--- src/rtl/pps_pkg.sv ---
package pps_pkg;

    typedef enum logic [2:0] {
        ST_STOP,
        ST_PERIODIC,
        ST_FIRE,
        ST_GAP,
        ST_HOLD
    } gen_state_t;

endpackage

--- src/rtl/pps_step_counter.sv ---
// Pattern step counter plus the subtracting accumulator that places
// periodic pulses at floor(k*2^STEP_W/M) without a divider.
module pps_step_counter #(
    parameter int STEP_W = 9,
    parameter int CNT_W  = 7
) (
    input  logic              clk,
    input  logic              rst_n,
    input  logic              start,
    input  logic [CNT_W-1:0]  m_count,
    output logic [STEP_W-1:0] step,
    output logic              hit
);

    logic [STEP_W-1:0] acc_q;

    always_ff @(posedge clk) begin
        if (!rst_n) begin
            step  <= '0;
            acc_q <= '0;
        end else if (start) begin
            step  <= '0;
            acc_q <= '0;
        end else begin
            step  <= step + STEP_W'(1);
            acc_q <= acc_q - STEP_W'(m_count);
        end
    end

    // acc_q holds (-step*M) mod 2^STEP_W; a multiple of the period lies in
    // [step*M, step*M+M) exactly when this residue is below M.
    assign hit = (acc_q < STEP_W'(m_count));

endmodule

--- src/rtl/pps_scan_ctrl.sv ---
module pps_scan_ctrl #(
    parameter int MAX_COUNT = 64,
    parameter int CNT_W     = 7,
    parameter int SPACE_W   = 8
) (
    input  logic               clk,
    input  logic               rst_n,
    input  logic               scan_load,
    input  logic [CNT_W-1:0]   load_count,
    input  logic [SPACE_W-1:0] load_space,
    input  logic               scan_step,
    input  logic               scan_efficient,
    output logic [CNT_W-1:0]   n_count,
    output logic [SPACE_W-1:0] n_space,
    output logic               done
);

    localparam logic [CNT_W-1:0]   CNT_MAX   = CNT_W'(MAX_COUNT);
    localparam logic [SPACE_W-1:0] SPACE_MAX = '1;

    logic [CNT_W-1:0]   load_cnt_c;
    logic [SPACE_W-1:0] load_spc_c;

    always_comb begin
        if (load_count == '0)
            load_cnt_c = CNT_W'(1);
        else if (load_count > CNT_MAX)
            load_cnt_c = CNT_MAX;
        else
            load_cnt_c = load_count;
        load_spc_c = (load_space == '0) ? SPACE_W'(1) : load_space;
    end

    always_ff @(posedge clk) begin
        if (!rst_n) begin
            n_count <= CNT_W'(1);
            n_space <= SPACE_W'(1);
        end else if (scan_load) begin
            n_count <= load_cnt_c;
            n_space <= load_spc_c;
        end else if (scan_step) begin
            if (scan_efficient) begin
                if (n_count < CNT_MAX)
                    n_count <= n_count + CNT_W'(1);
            end else if (n_space != SPACE_MAX) begin
                n_space <= n_space + SPACE_W'(1);
            end
        end
    end

    assign done = (n_count == CNT_MAX) || (n_space == SPACE_MAX);

endmodule

--- src/rtl/pps_burst_fsm.sv ---
module pps_burst_fsm
    import pps_pkg::*;
#(
    parameter int STEP_W  = 9,
    parameter int CNT_W   = 7,
    parameter int SPACE_W = 8
) (
    input  logic               clk,
    input  logic               rst_n,
    input  logic               start,
    input  logic               burst_mode,
    input  logic [STEP_W-1:0]  step,
    input  logic [CNT_W-1:0]   n_count,
    input  logic [SPACE_W-1:0] n_space,
    output logic               fire,
    output logic               periodic_run
);

    gen_state_t         state_q, state_d;
    logic [CNT_W-1:0]   pcnt_q, pcnt_d;
    logic [SPACE_W-1:0] gcnt_q, gcnt_d;
    logic               bnd_q, bnd_d;
    logic               step_last;

    assign step_last = (step == '1);

    always_ff @(posedge clk) begin
        if (!rst_n) begin
            state_q <= ST_STOP;
            pcnt_q  <= '0;
            gcnt_q  <= '0;
            bnd_q   <= 1'b0;
        end else begin
            state_q <= state_d;
            pcnt_q  <= pcnt_d;
            gcnt_q  <= gcnt_d;
            bnd_q   <= bnd_d;
        end
    end

    always_comb begin
        state_d = state_q;
        pcnt_d  = pcnt_q;
        gcnt_d  = gcnt_q;
        bnd_d   = bnd_q;
        if (start) begin
            pcnt_d  = '0;
            gcnt_d  = '0;
            bnd_d   = 1'b0;
            state_d = burst_mode ? ST_FIRE : ST_PERIODIC;
        end else begin
            unique case (state_q)
                ST_STOP, ST_PERIODIC: begin
                    state_d = state_q;
                end
                ST_FIRE: begin
                    if ((pcnt_q + CNT_W'(1)) >= n_count) begin
                        state_d = ST_HOLD;
                        bnd_d   = step_last;
                    end else begin
                        state_d = ST_GAP;
                        gcnt_d  = '0;
                        pcnt_d  = pcnt_q + CNT_W'(1);
                    end
                end
                ST_GAP: begin
                    if ((gcnt_q + SPACE_W'(1)) >= n_space)
                        state_d = ST_FIRE;
                    else
                        gcnt_d = gcnt_q + SPACE_W'(1);
                end
                ST_HOLD: begin
                    if (step_last) begin
                        if (bnd_q) begin
                            state_d = ST_FIRE;
                            pcnt_d  = '0;
                        end else begin
                            bnd_d = 1'b1;
                        end
                    end
                end
                default: state_d = ST_STOP;
            endcase
        end
    end

    always_comb begin
        fire         = (state_q == ST_FIRE);
        periodic_run = (state_q == ST_PERIODIC);
    end

endmodule

--- src/rtl/pulse_pattern_gen.sv ---
module pulse_pattern_gen #(
    parameter int NUM_CH    = 8,
    parameter int STEP_W    = 9,
    parameter int MAX_COUNT = 64,
    parameter int SPACE_W   = 8,
    localparam int CNT_W    = $clog2(MAX_COUNT + 1)
) (
    input  logic               clk,
    input  logic               rst_n,
    input  logic               start,
    input  logic               burst_mode,
    input  logic [NUM_CH-1:0]  ch_enable,
    input  logic [CNT_W-1:0]   pattern_count,
    input  logic               scan_load,
    input  logic [CNT_W-1:0]   load_count,
    input  logic [SPACE_W-1:0] load_space,
    input  logic               scan_step,
    input  logic               scan_efficient,
    output logic [NUM_CH-1:0]  pulse_out,
    output logic [CNT_W-1:0]   burst_count,
    output logic [SPACE_W-1:0] burst_space,
    output logic               scan_done
);

    logic [CNT_W-1:0]  m_eff;
    logic [STEP_W-1:0] step;
    logic              hit;
    logic              fire;
    logic              periodic_run;
    logic              pulse;

    always_comb begin
        if (pattern_count == '0)
            m_eff = CNT_W'(1);
        else if (pattern_count > CNT_W'(MAX_COUNT))
            m_eff = CNT_W'(MAX_COUNT);
        else
            m_eff = pattern_count;
    end

    pps_step_counter #(.STEP_W(STEP_W), .CNT_W(CNT_W)) u_step (
        .clk     (clk),
        .rst_n   (rst_n),
        .start   (start),
        .m_count (m_eff),
        .step    (step),
        .hit     (hit)
    );

    pps_scan_ctrl #(.MAX_COUNT(MAX_COUNT), .CNT_W(CNT_W), .SPACE_W(SPACE_W)) u_scan (
        .clk            (clk),
        .rst_n          (rst_n),
        .scan_load      (scan_load),
        .load_count     (load_count),
        .load_space     (load_space),
        .scan_step      (scan_step),
        .scan_efficient (scan_efficient),
        .n_count        (burst_count),
        .n_space        (burst_space),
        .done           (scan_done)
    );

    pps_burst_fsm #(.STEP_W(STEP_W), .CNT_W(CNT_W), .SPACE_W(SPACE_W)) u_fsm (
        .clk          (clk),
        .rst_n        (rst_n),
        .start        (start),
        .burst_mode   (burst_mode),
        .step         (step),
        .n_count      (burst_count),
        .n_space      (burst_space),
        .fire         (fire),
        .periodic_run (periodic_run)
    );

    assign pulse = periodic_run ? hit : fire;

    generate
        for (genvar c = 0; c < NUM_CH; c++) begin : g_line
            assign pulse_out[c] = pulse & ch_enable[c];
        end
    endgenerate

endmodule

--- config.mk ---
export PLATFORM = sky130hd
export DESIGN_NAME = pulse_pattern_gen
export DESIGN_NICKNAME = d
export VERILOG_FILES = /design/src/rtl/pps_pkg.sv /design/src/rtl/pps_step_counter.sv /design/src/rtl/pps_scan_ctrl.sv /design/src/rtl/pps_burst_fsm.sv /design/src/rtl/pulse_pattern_gen.sv
export SDC_FILE = /design/constraint.sdc
export NUM_CORES = 1
export LEC_CHECK = 0
export ABC_AREA = 0
export ABC_CLOCK_PERIOD_IN_PS = 2900
export BUFFER_PORTS_ARGS = -buffer_cell sky130_fd_sc_hd__buf_2
export CORE_MARGIN = 4
export CORE_UTILIZATION = 34
export DETAILED_ROUTE_END_ITERATION = 10
export SLEW_MARGIN = 0
export SYNTH_ARGS = -nofsm -noshare
export SYNTH_HDL_FRONTEND = slang
export SYNTH_SLANG_ARGS = --single-unit
--- constraint.sdc ---
create_clock -name clk -period 2.9 [get_ports clk]
set_clock_uncertainty 0.05 [all_clocks]
set_input_delay 0.145 -clock clk [delete_from_list [all_inputs] [get_ports clk]]
set_output_delay 0.145 -clock clk [all_outputs]
set_load 0.03 [all_outputs]
* After elaboration in Yosys (flattened, before gate mapping) *
Cells that the tools add are included.

storage, ports and cells
  flip-flop bits (word level) = 52
  latch bits = 0
  bits in writable memories = 0
  memory bits (read-only) = 0
  input bits = 37
  output and inout port bits = 24
  memories = 0

cells by class
  add/subtract/negate cells = 6
  multipliers = 0
  div/mod/pow operators = 0
  order comparisons = 6
  equality and inequality tests = 18
  shift operators = 0
  muxes and demuxes = 31
  bitwise logic cells = 9
  reduce and logical (&&, ||, !) cells = 19

operator list
  kind                                                                     number
  7-bit two-way mux                                                        11
  8-bit two-way mux                                                        7
  8-bit by 1-bit adder with 8-bit output, second input constant            2
  8-bit case mux with 2 select lines                                       1
  3-bit two-way mux                                                        5
  7-bit by 1-bit adder with 7-bit output, second input constant            2
  7-bit greater-than comparator, second input constant                     2
  7-bit zero test                                                          2
  7-bit case mux with 2 select lines                                       1
  3-bit case mux with 4 select lines                                       1
  3-bit AND reduction                                                      4
  2-bit nonzero test                                                       6
  9-bit by 1-bit adder with 9-bit output, second input constant            1
  9-bit equality test, second input constant                               1
  9-bit by 7-bit < comparator with 1-bit output                            1
  3-bit by 2-bit inequality test with 1-bit output, second input constant  3
  9-bit by 7-bit subtractor with 9-bit output                              1
  1-bit bitwise AND                                                        8
  8-bit equality test, second input constant                               1
  8-bit >= comparator                                                      1
  8-bit zero test                                                          1
  2-bit inequality test, second input constant                             4
  8-bit inequality test, second input constant                             1
  4-bit AND reduction                                                      2
  14 further kinds                                                         20

* Logic depth before layout (Yosys ltp) *
Gate-level depths: netlist of run 1.

  depth after elaboration = 6
  mapped depth = 10
  depth with buffers taken out = 10

* By module *
From an unflattened synthesis of run 1, not the netlist that was laid out.

unflattened totals
  cell total of the unflattened synthesis = 417
  area total of the unflattened synthesis = 3498.4 um2

modules (own cells, without submodules)
  module             instances  cells each  area each (um2)  seq. area each (um2)
  pps_burst_fsm      1          168         1433.9           380.4
  pps_step_counter   1          117         982.2            360.3
  pps_scan_ctrl      1          114         954.7            300.3
  pulse_pattern_gen  1          18          127.6            0.0

* Worst setup path before layout of run 1 *
OpenSTA, ideal clock, no wires.

  path kind = register to register
  from = reg u_fsm.pcnt_q[0]
  to = reg u_fsm.state_q[0]
  setup time = 122 ps
  arrival = 2285 ps
  required time = 2728 ps
  setup slack = 443 ps
  cell stages (with the launch flop) = 11
  path buffers = 1
  period minus slack after synthesis = 2457 ps
  cells stage by stage = dfxtp_1 ha_1 and3_1 nand3_1 xnor2_1 ha_1 nand4_1 o311ai_1 buf_2 o21ai_1 o311a_1

between the ends
  word-level cells in the longest chain between the ends = 5

RTL lines
  element                                 RTL line             RTL
  start: declaration                      pps_burst_fsm.sv:20  logic [CNT_W-1:0] pcnt_q, pcnt_d;
  start signal: assignment                pps_burst_fsm.sv:35  pcnt_q <= pcnt_d;
  7-bit by 1-bit adder with 7-bit output  pps_burst_fsm.sv:57  if ((pcnt_q + CNT_W'(1)) >= n_count) begin
  7-bit >= comparator                     pps_burst_fsm.sv:57
  3-bit two-way mux                       pps_burst_fsm.sv:57
  3-bit case mux with 4 select lines      pps_burst_fsm.sv:52  unique case (state_q)
  3-bit two-way mux                       pps_burst_fsm.sv:46  if (start) begin
  end signal: assignment                  pps_burst_fsm.sv:34  state_q <= state_d;
  end: declaration                        pps_burst_fsm.sv:19  gen_state_t state_q, state_d;

No other way between the ends.
A chain may end at the register's enable or synchronous reset.

* Final worst setup path of run 1 *
  from = reg u_fsm.gcnt_q[2]
  to = reg u_fsm.gcnt_q[7]

between the ends
  word-level cells in the longest chain between the ends = 4
  elaborated cells on any way between the ends = 6

RTL lines
  element                                     RTL line                                  RTL
  start: declaration                          pps_burst_fsm.sv:21                       logic [SPACE_W-1:0] gcnt_q, gcnt_d;
  start signal: assignment                    pps_burst_fsm.sv:36                       gcnt_q <= gcnt_d;
  8-bit by 1-bit adder with 8-bit output (*)  pps_burst_fsm.sv:67, pps_burst_fsm.sv:70
  8-bit >= comparator                         pps_burst_fsm.sv:67                       if ((gcnt_q + SPACE_W'(1)) >= n_space)
  2-bit inequality test (no line)             n/a
  3-bit AND reduction (no line)               n/a

Every way passes the cells marked *; elsewhere a longest branch is shown, timed or not. The select of a mux whose other input is x is not followed.

==> metrics, run 1 <==
Clock Path Buffers 2; Post-Synthesis Cells 432; syn avg cell area between 8 and 9 um2; final worst path period share between 90% and 100%; Crit path required time about 3.1 ns; DRC 0; Layout Cells excl Fill about 620; initial DRC count 130; Starting Density a little over a third; layout cell share with drive strength beyond 1 between 10% and 20%; Num CTS Buffers 5; Post-CTS Setup Inserts 0; Worst slew margin between 40 and 50%; dpl cell area ~0.0039 mm2; Vias about 3300; Die X approximately 110 um; Yosys Warn Count 0; Chip Height between 100 and 150 um; cell family with most CP delay simple AND/OR/NAND/NOR gates; antenna-violating nets left 0; placed cell count between 600 and 700; Mapped Area ~0.0035 mm2; die area between 0.01 and 0.015 mm2; Clk Latency, worst-skew pair around 0.31 ns; Pwr per Cell Area 421 mW/mm2; clock root cell clkbuf_8; Avg WL per Cell 13.8 um; HP Class input pin to flip-flop; GP Congestion 0.866; IO Port Bufs 60; cell area after layout between 0.004 and 0.005 mm2; total track usage 14.6%; Worst Setup Start Kind flip-flop; GR Overflow Total 0; drt first pass iters 4; Arrival @ worst endpoint roughly 3 ns; Max VDD drop approximately 0.19 mV; TritonCTS clock tree done; Setup WS pre-CTS 0.205 ns; Pwr Total roughly 0.0017 W; Worst Path Buf+Inv 0; via/cell ratio roughly 5.3; htree depth 2; outcome finished, final reports clean; Post-synth EDFFs 0; max cap viols 0; core box area 0.00986 mm2; Synth async-reset ratio 0%; initial antenna violation count 0; Fin. Hold Viols 0; Slew Viols, Final 0; CP endpoint kind flip-flop; setup violators final 0; antenna diode count 0; clock sink total between 50 and 60; Worst-path clk slew around 0.1 ns; most frequent CP cell nand3_1; Row Count 36; worst-path maximum fanout 6; global-route wire length before repair roughly 14000 um; Mapped Nets roughly 500; Setup CP Type flip-flop to flip-flop; critical path cell sequence nand3_1, or2_2, xnor2_1, ha_1, and3_1, nand3_1, o21ai_4, a21boi_4, mux2i_1; Routed WL 8610 um; largest net degree at the start of global routing 23; Layout area overhead 17.3%; CP max stage delay 0.42 ns; Leak Pwr around 1.7 nW; slowest CP cell dfxtp_1; highest clock rate around 0.36 GHz; dpl hpwl between 6000 and 7000 um; I/O pins 61; Final Worst Setup Slack around 0.15 ns; Layout Nets ~560; Synth Register Bits between 50 and 60; vias in the first global route around 3100; post-synthesis sequential area ratio ~30%; Worst R2R Setup Slack ~0.15 ns; Synth Flop Type dfxtp_1; Distinct cells, synth slightly below 60; Tmin final between 2 and 3 ns; Worst Tran Pin Value 0.876 ns
-- layer usage --
layer  up-vias  global-route usage, %  share of wire [%]
li1       1694                      -                  -
met1      1549                   18.9                 47
met2        65                   24.9                 47
met3        13                   2.19                3.6
met4         0                   4.42                2.1
met5         -                      0                  0
-- metrics by stage --
stage	utilization (%)	hold WS, ns	TNS [ns]
2_1_floorplan	-	0.233	0
3_3_place_gp	39.6	0.338	0
3_5_place_dp	39.6	0.341	0
4_1_cts	40.9	0.0144	0
5_1_grt	41.3	0.0120	-0.00764
6_report	41.3	0.0254	0
-- power breakdown --
part	total [W]	switching (W)	internal, W	leakage, nW
clock network	0.000554	0.000249	0.000305	0.0645
registers	0.000774	0.0000292	0.000744	0.424
logic	0.000387	0.000243	0.000144	1.18
-- area by class of cell --
cell class / instances / area [um2]
fill: 1011 / 5790
multi-input combinational: 343 / 2320
sequential: 52 / 1040
timing repair buffer: 64 / 330
tap: 133 / 166
clock buffer: 7 / 96.3
inverter: 24 / 90.1
clock inverter: 1 / 30.0
-- cells in the final DEF (no fill, tap or decap), types with 2 or more instances in the layout --
cell	instances
nor2b_1	5
a31o_1	4
and3b_1	3
a211oi_1	2
a31oi_1	5
nand2_1	48
and2_1	7
o211ai_1	10
nor3b_1	5
buf_2	60
a311oi_1	3
nand3b_1	2
xor2_1	6
o22ai_1	2
a2111oi_0	2
or3_1	8
and3_1	8
xnor2_1	15
a21oi_1	32
nor3_1	8
nand3_1	18
a21o_1	3
buf_4	4
o21ai_0	31
a32oi_1	4
o311a_1	2
nand4_1	10
nor2_1	24
ha_1	29
inv_1	23
mux2i_1	4
o41ai_1	2
dfxtp_1	52
nand2b_1	10
o21ai_1	3
clkbuf_8	7
o31ai_1	3
-- cells in the mapped netlist, drive strengths merged (5+ instances only) --
library cell	number	share of area (%)
nor2b	5	0.90
o21ai	35	5.2
nor3b	5	1.1
a31oi	5	0.90
nand3	19	2.7
buf	8	1.2
nor3	10	1.8
inv	24	2.6
nand4	10	1.8
clkbuf	6	0.65
nand2b	10	1.8
xor2	6	1.5
and2	7	1.3
nor2	25	2.7
and3	8	1.4
o211ai	10	2.2
xnor2	15	3.8
or3	8	1.4
nand2	48	5.2
dfxtp	52	30
ha	29	10
a21oi	32	4.6
-- what timing repair did --
| item | 4_1_cts | 5_1_grt |
|---|---|---|
| hold buffers | 0 | 0 |
| hold endpoints to repair | 0 | 0 |
| resized for setup | 0 | 6 |
| endpoints found under the setup margin | 0 | 7 |
-- registers in the layout (all words and copies together) (netlist names) --
| register | cells |
|---|---|
| u_step.step | 9 |
| u_scan.n_count | 7 |
| u_fsm.state_q | 3 |
| u_step.acc_q | 9 |
| u_scan.n_space | 8 |
| u_fsm.bnd_q | 1 |
| u_fsm.gcnt_q | 8 |
| u_fsm.pcnt_q | 7 |
-- kinds of logic after synthesis --
group | after synthesis | synth area share, %
DFF | 52 | 30.0
buffers and inverters | 38 | 4.47
AOI/OAI and AO/OA | 120 | 23.2
muxes | 4 | 1.15
adders and majority gates | 30 | 11.0
xor gates and xnor gates | 21 | 5.30
and+or+nand+nor | 167 | 24.9
-- path summary, 6_finish.rpt --
check | depth (start not counted) | endpoint | startpoint
worst min-delay path | 2 | u_scan.n_space[2] | load_space[2]
worst min register to register | 1 | u_step.step[0] | u_step.step[0]
worst max-delay path | 9 | u_fsm.gcnt_q[7] | u_fsm.gcnt_q[2]
worst max register to register | 9 | u_fsm.gcnt_q[7] | u_fsm.gcnt_q[2]
No activity file was read; power rests on OpenSTA's default activity.
==> inputs of run 2 (changes only) <==
CORE_UTILIZATION = 55   (was 34)
PLACE_DENSITY = 0.79   (was default)
==> metrics, run 2 (synthesis gave the netlist of run 1 again) <==
outcome finished, final reports clean; Crit path required time 3.07 ns; worst-path maximum fanout 10; Final Worst Setup Slack approximately 0.22 ns; Worst Setup Start Kind flip-flop; Fin. Hold Viols 0; worst hold start load_space[2]; Clock Path Buffers 2; Clk Latency, worst-skew pair 0.32 ns; worst reg2reg path depth 10; most frequent CP cell ha_1; Pwr Total about 0.0016 W; Routed WL 8270 um; Worst setup startpoint u_fsm.gcnt_q[1]; Max VDD drop roughly 0.25 mV; setup violators final 0; die area ~0.0077 mm2; DRC 0; max cap viols 0; highest clock rate around 0.37 GHz; clock sink total between 50 and 60; I/O pins between 60 and 70; WHS ~0.014 ns; Pwr per Cell Area just over 400 mW/mm2; via/cell ratio between 5 and 6; DR WL met2 between 4000 and 5000 um; core box area roughly 0.006 mm2; Tmin final around 2.7 ns; Num CTS Buffers 5; antenna-violating nets left 0; IO Port Bufs 60; final worst path period share 92.5%; DR top layer met4; slowest CP cell dfxtp_1; global-route wire length before repair ~14000 um; Worst slew margin roughly 50%; Chip Height between 80 and 90 um; CP endpoint kind flip-flop; vias in the first global route roughly 3200; Reg-to-Reg Start u_fsm.gcnt_q[1]; HP Class input pin to flip-flop; Layout area overhead 14.3%; htree depth 2; initial DRC count roughly 220; Row Count 28; initial antenna violation count 0; largest net degree at the start of global routing 23; setup TNS 0 ns; final core occ 65.9%; dpl hpwl 6160 um; critical path cell sequence ha_1, nand3_1, nor2_1, xor2_1, ha_1, a21o_1, a221oi_2, o21ai_4, a21boi_4, a31o_1; layout cell share with drive strength beyond 1 between 15 and 20%; Setup WS pre-CTS ~0.21 ns; met3 wire length 463 um; commonest non-fill, non-tap cell in the layout buf_2; drt first pass iters 4; GP Congestion ~0.88; Metal-1 WL roughly 3700 um; Leak Pwr approximately 1.7 nW; Vias 3396; Die X between 80 and 90 um; Hold Path Stages 2; Starting Density 57.6%; largest registers u_step.acc_q (9), u_step.step (9); most frequent cells in the layout buf_2, dfxtp_1, nand2_1, a21oi_1, o21ai_0; Worst-path clk slew between 0.1 and 0.15 ns; total track usage between 20% and 30%; Layout Nets between 500 and 600; Avg WL per Cell ~15 um; antenna diode count 0; GR Overflow Total 0; Slew Viols, Final 0; TritonCTS clock tree done; Worst Tran Pin Value ~0.75 ns; # fillers 530; clock root cell clkbuf_8; Arrival @ worst endpoint 2.85 ns; Setup CP Type flip-flop to flip-flop; CP max stage delay approximately 0.38 ns
## run 2: cell types whose count changed in the layout (fill, tap and decap cells not counted), sizes merged
cell / change
buf: +3
inv: +3
clkbuf: -2
bufinv: -1
o21ai: -1
## run 2: final cells by class
class | instances | area (um2) | area share, %
sequential | 52 | 1040 | 26.3
multi-input combinational | 342 | 2290 | 57.8
tap | 75 | 93.8 | 2.36
clock inverter | 3 | 28.8 | 0.725
clock buffer | 5 | 68.8 | 1.73
inverter | 24 | 90.1 | 2.27
timing repair buffer | 67 | 353 | 8.88
## run 2: critical path: cells and delay by family (launching register included)
family	cells	cell delay (ns)
compound gates	5	1.12
fa+ha+maj	2	0.47
flops	1	0.38
simple gates	2	0.33
xor+xnor	1	0.22
## run 2: report_power, final
part           leakage (nW)  total (W)  internal (W)  switching [W]
Clock                0.0511   0.000458      0.000183       0.000275
Combinational          1.20   0.000395      0.000152       0.000243
Sequential            0.425   0.000773      0.000745      0.0000285
Total                  1.68    0.00163       0.00108       0.000547
## run 2: worst paths after layout
kind	to	slack [ns]
worst max-delay path	u_fsm.gcnt_q[2]	0.22
worst min-delay path	u_scan.n_space[2]	0.01
worst max register to register	u_fsm.gcnt_q[2]	0.22
worst min register to register	u_step.step[0]	0.40
## run 2: layer usage
| metal | vias to the layer above | GRT usage (%) |
|---|---|---|
| met1 | 1582 | 28.5 |
| met3 | 8 | 3.22 |
| met5 | - | 0 |
| met4 | 0 | 7.11 |
| met2 | 107 | 37.7 |
| li1 | 1699 | - |
## run 2: repair_timing
action / 4_1_cts / 5_1_grt
hold buffers: 0 / 0
gates resized for setup: 0 / 5
setup buffers: 0 / 4
endpoints found under the setup margin: 0 / 6
## run 2: metrics by stage
stage          std cells  instance area [um2]
6_report             568                 3970
3_5_place_dp         556                 3820
2_1_floorplan        432                 3470
4_1_cts              564                 3920
5_1_grt              568                 3970
3_3_place_gp         556                 3820
==> inputs of run 3 (changes only) <==
ABC_AREA = 1   (was 0)
==> metrics, run 3 <==
outcome finished, final reports clean; die area 0.00773 mm2; Clock Path Buffers 2; layout cell share with drive strength beyond 1 between 10% and 20%; Die X about 88 um; largest family of logic cells by synthesized area simple AND/OR/NAND/NOR gates; TritonCTS clock tree done; XOR/XNOR Fraction of Synth Area around 3.5%; Mapped Nets just under 600; antenna diode count 0; highest clock rate a little under 0.4 GHz; clock root cell clkbuf_8; largest net degree at the start of global routing 28; sequential group share of total power a little under half; power share of the combinational group approximately a third; initial DRC count roughly 170; Vias 3437; simple-gate share of the synthesized area about a third; Internal approximately 0.0011 W; Worst-path clk slew around 0.08 ns; CP endpoint kind output port; Fin. Hold Viols 0; CTS Hold Bufs 0; Distinct cells, synth 40; Tmin final ~2.6 ns; post-synthesis sequential area ratio between 20% and 30%; Setup CP Type input pin to output port; total track usage around a fifth; syn avg cell area roughly 6.7 um2; Synth Register Bits between 50 and 60; most numerous cell in the Yosys netlist nand2_1; Pwr per Cell Area approximately 440 mW/mm2; dpl hpwl 6140 um; Avg WL per Cell roughly 12 um; Leak Pwr around 2 nW; most frequent cells in the layout nand2_1, nor2_1, inv_1, buf_2, dfxtp_1; Crit path required time approximately 2.7 ns; Starting Density between 50 and 60%; core box area about 0.0061 mm2; Layout area overhead 12.6%; Mapped Area between 0.003 and 0.004 mm2; Num CTS Buffers 5; sw frac a little over a third; setup TNS 0 ns; GR Overflow Total 0; via/cell ratio around 5.2; P_sw around 0.00063 W; area share of the largest cell type after synthesis between 20% and 30%; drt first pass iters 4; Synth async-reset ratio 0%; Max VDD drop roughly 0.4 mV; global-route wire length before repair ~13000 um; GP Congestion around 0.91; Layout Nets 653; I/O pins between 60 and 70; Clk Latency, worst-skew pair slightly below 0.3 ns; worst-path maximum fanout 8; vias in the first global route about 3200; IO Port Bufs 60; Worst Tran Pin Value around 0.48 ns; # fillers approximately 550; max cap viols 0; Routed WL roughly 7700 um; Synth area leaders dfxtp_1, ha_1, nand2_1; DRC 0; Arrival @ worst endpoint 2.36 ns; Seq. cell area ~0.0010 mm2; Synth Area in Compound Gates approximately 15%; htree depth 2; clock sink total 52; Setup WS pre-CTS roughly 0.27 ns; largest registers u_step.acc_q (9), u_step.step (9); Synth Flop Type dfxtp_1; commonest non-fill, non-tap cell in the layout nand2_1; Post-Synthesis Cells approximately 530; multi-input gate area in the final layout 0.00215 mm2; Worst slew margin approximately two thirds; final core occ ~65%; dominant cell type by area after synthesis dfxtp_1; Chip Height 87.9 um; initial antenna violation count 0; HP Class input pin to flip-flop; Yosys Warn Count 0; Slew Viols, Final 0; multiplexer share of the synthesized area 0%; Row Count 28; RSZ-0062 raised after global routing false; antenna-violating nets left 0; final worst path period share approximately 88%; Worst Setup Start Kind input pin; Post-synth top cells nand2_1, nor2_1, inv_1; Post-Synth Adder-Cell Area 10.9%; setup violators final 0; Post-synth EDFFs 0; Final Worst Setup Slack between 0.3 and 0.4 ns; Clk pwr share between 20% and 30%
[run 3: power by group through the flow]
stage | sequential, W | clock, W | combinational [W]
floorplan | 0.000846 | 0 | 0.000397
global placement | 0.000827 | 0 | 0.000535
detailed placement | 0.000829 | 0 | 0.000548
CTS | 0.000813 | 0.000403 | 0.000551
global route | 0.000821 | 0.000422 | 0.000637
finish | 0.000813 | 0.000388 | 0.000555
[run 3: cell type report]
type,count,area share (%)
Clock buffer,6,1.83
Clock inverter,1,0.127
Inverter,76,7.21
Multi-Input combinational cell,390,54.4
Sequential cell,52,26.3
Tap cell,75,2.37
Timing Repair Buffer,61,7.78
[run 3: timing repair]
action                                 in CTS  in global routing
buffers inserted                            0                  0
gates resized for setup                     0                  2
endpoints found under the hold margin       0                  0
setup endpoints to repair                   0                  2
[run 3: kinds of logic (layout without fill, tap and decap cells)]
group,Yosys count,in the layout
and+or+nand+nor,255,255
AOI/OAI and AO/OA,91,91
buffers and inverters,83,144
DFF,52,52
adders and majority gates,30,30
xor gates and xnor gates,14,14
[run 3: worst max-delay path, cell delays in order]
cell and delay, ns:
buf_2 0.10, nor4_1 0.26, nand2_1 0.10, nand2_1 0.14
nand2_1 0.09, ha_1 0.35, nand2_1 0.11, a21oi_1 0.06
nor2_1 0.08, o21ai_0 0.13, nand3_1 0.16, nand3_2 0.16
a21boi_0 0.24, buf_2 0.24
[run 3: layer usage]
layer	vias up	part of all wire (%)	global-route usage, %
li1	1833	-	-
met1	1515	48	27.2
met2	84	46	36.3
met3	5	5.3	3.01
met4	0	0.79	5.86
met5	-	0	0
[run 3: worst paths after layout]
kind	from	cells past startpoint	slack [ns]	to
setup / recovery	pattern_count[3]	14	0.35	pulse_out[4]
hold reg to reg	u_step.step[0]	1	0.40	u_step.step[0]
hold / removal	load_count[5]	3	0.09	u_scan.n_count[5]
setup reg to reg	u_fsm.pcnt_q[0]	16	0.36	u_fsm.pcnt_q[3]
[run 3: stage by stage]
| step | instance area (um2) | hold WS (ns) | std cells | total power [W] |
|---|---|---|---|---|
| 6_report | 3960 | 0.0902 | 661 | 0.00175 |
| 5_1_grt | 3960 | 0.0876 | 661 | 0.00188 |
| 4_1_cts | 3950 | 0.0789 | 661 | 0.00177 |
| 3_5_place_dp | 3870 | 0.389 | 654 | 0.00138 |
| 3_3_place_gp | 3870 | 0.380 | 654 | 0.00136 |
| 2_1_floorplan | 3510 | 0.242 | 525 | 0.00124 |
